### src/rtl/dcnt_pkg.sv
// Package: shared types for the reversible decade counter.
// Assumes: the direction select is a single bit, where 1 means count down.
package dcnt_pkg;
    typedef enum logic {
        DIR_UP   = 1'b0,
        DIR_DOWN = 1'b1
    } dir_e;
endpackage

### src/rtl/dcnt_step.sv
// Module: dcnt_step
// Computes the count one step ahead in the selected direction.
// Any code above the top digit is folded back: to 0 going up,
// and to the top digit going down.
// Assumes: MODULUS >= 2 and MODULUS <= 2**W.
module dcnt_step
    import dcnt_pkg::*;
#(
    parameter int unsigned MODULUS = 10,
    parameter int unsigned W       = $clog2(MODULUS)
) (
    input  logic [W-1:0] cur,
    input  dir_e         dir,
    output logic [W-1:0] nxt
);
    localparam logic [W-1:0] TOP  = W'(MODULUS - 1);
    localparam logic [W-1:0] ZERO = '0;
    localparam logic [W-1:0] ONE  = W'(1);

    // Next value: wrap at both ends and fold out-of-range codes.
    always_comb begin
        if (dir == DIR_UP) begin
            if (cur >= TOP) nxt = ZERO;
            else            nxt = cur + ONE;
        end else begin
            if (cur == ZERO || cur > TOP) nxt = TOP;
            else                          nxt = cur - ONE;
        end
    end
endmodule

### src/rtl/dcnt_state.sv
// Module: dcnt_state
// Holds the count register. Priority is reset, then preset, then count;
// with none of them active the register holds.
// Assumes: reset and preset are both synchronous and active low.
module dcnt_state
    import dcnt_pkg::*;
#(
    parameter int unsigned MODULUS = 10,
    parameter int unsigned W       = $clog2(MODULUS)
) (
    input  logic         clk,
    input  logic         rst_n,
    input  logic         cnt_en_n,
    input  logic         load_n,
    input  dir_e         dir,
    input  logic [W-1:0] din,
    input  logic [W-1:0] nxt,
    output logic [W-1:0] q
);
    localparam logic [W-1:0] TOP = W'(MODULUS - 1);

    // Count register with reset, preset and enable priority.
    always_ff @(posedge clk) begin
        if (!rst_n)         q <= '0;
        else if (!load_n)   q <= din;
        else if (!cnt_en_n) q <= nxt;
    end

    // preset wins over counting
    p_load_r2: assert property (@(posedge clk) disable iff (!rst_n)
        !load_n |=> (q == $past(din)));

    // hold when neither preset nor count is active
    p_hold_r3: assert property (@(posedge clk) disable iff (!rst_n)
        (load_n && cnt_en_n) |=> $stable(q));

    // up step inside the range
    p_up_r4: assert property (@(posedge clk) disable iff (!rst_n)
        (load_n && !cnt_en_n && dir == DIR_UP && q < TOP)
        |=> (q == $past(q) + W'(1)));

    // down step inside the range
    p_down_r5: assert property (@(posedge clk) disable iff (!rst_n)
        (load_n && !cnt_en_n && dir == DIR_DOWN && q != '0 && q <= TOP)
        |=> (q == $past(q) - W'(1)));

    // out-of-range codes recover in one enabled step
    p_recover_r6: assert property (@(posedge clk) disable iff (!rst_n)
        (load_n && !cnt_en_n && q > TOP)
        |=> (q == '0 || q == TOP));
endmodule

### src/rtl/dcnt_term.sv
// Module: dcnt_term
// Decodes the last digit for the current direction. Drives the level
// flag, and the ripple output that is active low during the low clock phase.
// Assumes: clk is a clean square wave; the ripple output is combinational.
module dcnt_term
    import dcnt_pkg::*;
#(
    parameter int unsigned MODULUS = 10,
    parameter int unsigned W       = $clog2(MODULUS)
) (
    input  logic         clk,
    input  logic         rst_n,
    input  logic         cnt_en_n,
    input  dir_e         dir,
    input  logic [W-1:0] q,
    output logic         term_flag,
    output logic         ripple_n
);
    localparam logic [W-1:0] TOP = W'(MODULUS - 1);

    // Last-digit decode: top digit going up, zero going down.
    always_comb begin
        if (dir == DIR_UP) term_flag = (q == TOP);
        else               term_flag = (q == '0);
    end

    // Ripple pulse: low only in the low clock phase when enabled at the end.
    always_comb begin
        ripple_n = ~(term_flag & ~cnt_en_n & ~clk);
    end

    // the flag never rises on a code other than the end digit
    p_term_r7: assert property (@(posedge clk) disable iff (!rst_n)
        term_flag |-> ((dir == DIR_UP) ? (q == TOP) : (q == '0)));

    // the flag is never raised for an out-of-range code
    p_term_range_r7: assert property (@(posedge clk) disable iff (!rst_n)
        (q > TOP) |-> !term_flag);
endmodule

### src/rtl/dcnt_updown.sv
// Module: dcnt_updown
// Top of the reversible decade counter. Connects the step logic, the
// count register and the end-of-range decode.
// Assumes: one clock domain; every control input is sampled on the rising edge.
module dcnt_updown
    import dcnt_pkg::*;
#(
    parameter int unsigned MODULUS = 10,
    parameter int unsigned W       = $clog2(MODULUS)
) (
    input  logic         clk,
    input  logic         rst_n,
    input  logic         cnt_en_n,
    input  logic         dir_down,
    input  logic         load_n,
    input  logic [W-1:0] din,
    output logic [W-1:0] q,
    output logic         term_flag,
    output logic         ripple_n
);
    dir_e         dir;
    logic [W-1:0] nxt;
    logic [W-1:0] q_int;

    // Direction decode from the raw select bit.
    always_comb begin
        dir = dir_down ? DIR_DOWN : DIR_UP;
    end

    dcnt_step #(.MODULUS(MODULUS), .W(W)) u_step (
        .cur (q_int),
        .dir (dir),
        .nxt (nxt)
    );

    dcnt_state #(.MODULUS(MODULUS), .W(W)) u_state (
        .clk      (clk),
        .rst_n    (rst_n),
        .cnt_en_n (cnt_en_n),
        .load_n   (load_n),
        .dir      (dir),
        .din      (din),
        .nxt      (nxt),
        .q        (q_int)
    );

    dcnt_term #(.MODULUS(MODULUS), .W(W)) u_term (
        .clk       (clk),
        .rst_n     (rst_n),
        .cnt_en_n  (cnt_en_n),
        .dir       (dir),
        .q         (q_int),
        .term_flag (term_flag),
        .ripple_n  (ripple_n)
    );

    // Output copy of the count register.
    always_comb begin
        q = q_int;
    end
endmodule

### config.mk
export PLATFORM = sky130hd
export DESIGN_NAME = dcnt_updown
export DESIGN_NICKNAME = d
export VERILOG_FILES = /design/src/rtl/dcnt_pkg.sv /design/src/rtl/dcnt_step.sv /design/src/rtl/dcnt_state.sv /design/src/rtl/dcnt_term.sv /design/src/rtl/dcnt_updown.sv
export SDC_FILE = /design/constraint.sdc
export NUM_CORES = 1
export LEC_CHECK = 0
export ABC_AREA = 1
export BUFFER_PORTS_ARGS = -buffer_cell sky130_fd_sc_hd__buf_2
export CORE_AREA = 2 2 39 41
export DETAILED_ROUTE_END_ITERATION = 16
export DIE_AREA = 0 0 41 43
export PLACE_DENSITY = 0.58
export SYNTH_ARGS = -nofsm -noshare
export SYNTH_HDL_FRONTEND = slang
export SYNTH_SLANG_ARGS = --single-unit
### constraint.sdc
create_clock -name clk -period 1.39 [get_ports clk]
set_clock_uncertainty 0.2 [all_clocks]
set_input_delay 0.2085 -clock clk [delete_from_list [all_inputs] [get_ports clk]]
set_output_delay 0.2085 -clock clk [all_outputs]
set_load 0.05 [all_outputs]
==> flow_summary.ini <==
[outcome]
outcome = finished with violations
violations = negative setup slack

[critical_path]
critPathArrivalTime_ns = 1.38
path_cells = inv_4 > ha_4 > nand3_4 > mux2i_4 > nand2_4 > buf_8
worst_ep_required_time_ns = 0.98
cp_slowest_cell = dfxtp_4
crit_type = reg2out
slowest_delay_ns = 0.34
end_kind = output port
path_max_fanout = 3
crit_path_start_kind = flip-flop

[global_routing]
grt_pass1_vias = 621
grt_pass1_wl_um = 2408
grt_overflow = 0
antenna_found_initial = 0
grt_use_total_pct = 20.86
grt_max_degree = 7

[die]
core-area_mm2 = 0.001384
rows = 14
die_h_um = 43
initial_core_util_pct = 32.10
die_width_um = 41
die-area_mm2 = 0.001763
ioPinCount = 15

[routing]
vias = 594
drt_iter0_markers = 5
wl_um = 1478
ant_nets = 0
firstDrtPassIters = 6
drc = 0
vias_per_cell = 4.829
wl_per_cell_um = 12.02

[synth]
syn_inst = 71
synth.avg_cell_area_um2 = 6.256
synth-seq-cells = 4
syn-num-nets = 83
synth_cell_types = 20
syn_area_um2 = 444.2
ys_warn_count = 0
seq_area_frac_synth_pct = 18.03

[placed_design]
placed_cell_area_um2 = 693.2
dp_hpwl_um = 1066
routabilityCongestion = 0.8018
io_buffers = 14

[sta]
rsz0062_at_grt = yes
max_freq_mhz = 559.1
period_needed_ns = 1.789
setup_viol = 10
worstMarginPinSlew_ns = 0.1881
fin_ws_ns = -0.3985
finalHoldViolCount = 0
setup_tns_ns = -1.906
slew_viol_final = 0
fin_crit_sh_pct = 128.7
slew_headroom_pct = 87.19

[layout]
drive_gt1_share_pct = 57.94
fin_area_um2 = 922.1
antennaDiodeCount = 0
nets = 121
reg_top3 = u_state.q (4)
syn_to_final_growth_pct = 107.6
top_register = u_state.q
largest_reg_flops = 4

[power_and_ir_drop]
worst_ir_drop_vdd_mv = 0.6233
p_leak_uw = 0.0004541
powerDensity_mw_per_mm2 = 894.5

[cts]
clk_pin_slew_ns = 0.04
cts_tree = yes
clk_latency_ns = 0.35

[worst_hold_path]
hold_class = in2reg

[flow_run]
cap_viol_max_count = 0
layout by cell type (no fill, tap or decap), types with 2 or more instances in the layout:
cell type / instances
buf_4: 12
nand3_1: 2
a21oi_2: 2
o21ai_0: 3
nand2_1: 16
nand4_1: 2
a21oi_1: 3
inv_1: 8
ha_4: 2
nor2_1: 6
buf_6: 6
buf_2: 8
nand2_4: 3
nand3_4: 5
dfxtp_4: 4
inv_4: 3
clkbuf_4: 5
buf_8: 5
critical path, delay by kind of cell, from the launching register on:
family	cells	cell delay, ns
buf+inv	2	0.22
fa+ha+maj	1	0.14
simple gates	2	0.13
flops	1	0.34
mux	1	0.19
timing repair:
action	4_1_cts	5_1_grt
gates resized for setup	32	6
setup buffers	5	2
pin swaps	11	7
endpoints found under the setup margin	11	11
endpoints found under the hold margin	4	0
hold buffers	1	0
per-stage QoR:
| stage | total power (uW) | util (%) | cells | worst slack (ns) | hold WS (ns) |
|---|---|---|---|---|---|
| 4_1_cts | 822.8 | 65.19 | 123 | -0.4103 | 0.01159 |
| 3_3_place_gp | 458.2 | 50.09 | 112 | -0.1232 | 0.2899 |
| 5_1_grt | 877.5 | 66.64 | 123 | -0.4554 | 0.05839 |
| 2_1_floorplan | 366.6 | - | 71 | -0.3800 | 0.1720 |
| 3_5_place_dp | 459.9 | 50.09 | 112 | -0.1359 | 0.3011 |
| 6_report | 824.9 | 66.64 | 123 | -0.3985 | 0.02508 |
per-layer routing:
layer	GRT usage [%]	wire (um)	vias up
met2	31.25	780	18
met3	12.57	83	2
met4	9.333	12	0
met1	22.44	601	270
met5	0	0	-
li1	-	-	304
cells by family (layout without fill, tap and decap cells):
| family | Yosys count | count (layout) | synth area share [%] |
|---|---|---|---|
| mux | 1 | 1 | 2.254 |
| simple gates | 38 | 38 | 40.57 |
| flops | 4 | 4 | 18.03 |
| compound gates | 11 | 11 | 14.37 |
| buf+inv | 12 | 48 | 12.40 |
| fa+ha+maj | 3 | 3 | 8.452 |
| xor+xnor | 2 | 2 | 3.944 |
cell usage after synthesis (all sizes together):
master	n	area share [%]
a31oi	1	1.4
nand4	2	2.8
dfxtp	4	18
xnor2	1	2.0
o21ai	5	6.5
a21oi	5	6.5
xor2	1	2.0
inv	11	9.9
buf	1	2.5
nand3	8	14
nand2	20	17
nor2	8	6.8
ha	3	8.5
mux2i	1	2.3
power breakdown:
| part | switching (uW) | total [uW] | internal (uW) |
|---|---|---|---|
| combinational | 202 | 382 | 179 |
| clock | 114 | 306 | 192 |
| sequential | 12.8 | 137 | 124 |
| total | 329 | 825 | 496 |
cell type report:
| cell class | count | area (um2) |
|---|---|---|
| fillers | 122 | 461.7 |
| multi-input cells | 55 | 437.9 |
| repair buffers | 31 | 267.8 |
| flip-flops and latches | 4 | 95.09 |
| clock buffers | 6 | 52.55 |
| inverters | 11 | 48.80 |
| well taps | 16 | 20.02 |
final timing paths:
path,from,end,slack (ns),depth (start not counted)
max,u_state.q[1]$_SDFFE_PN0P_,ripple_n,-0.40,6
min,din[2],u_state.q[2]$_SDFFE_PN0P_,0.03,5
max reg2reg,u_state.q[0]$_SDFFE_PN0P_,u_state.q[3]$_SDFFE_PN0P_,-0.23,12
min reg2reg,u_state.q[2]$_SDFFE_PN0P_,u_state.q[2]$_SDFFE_PN0P_,0.49,4
Note: power is estimated with default switching activity, not from simulation.
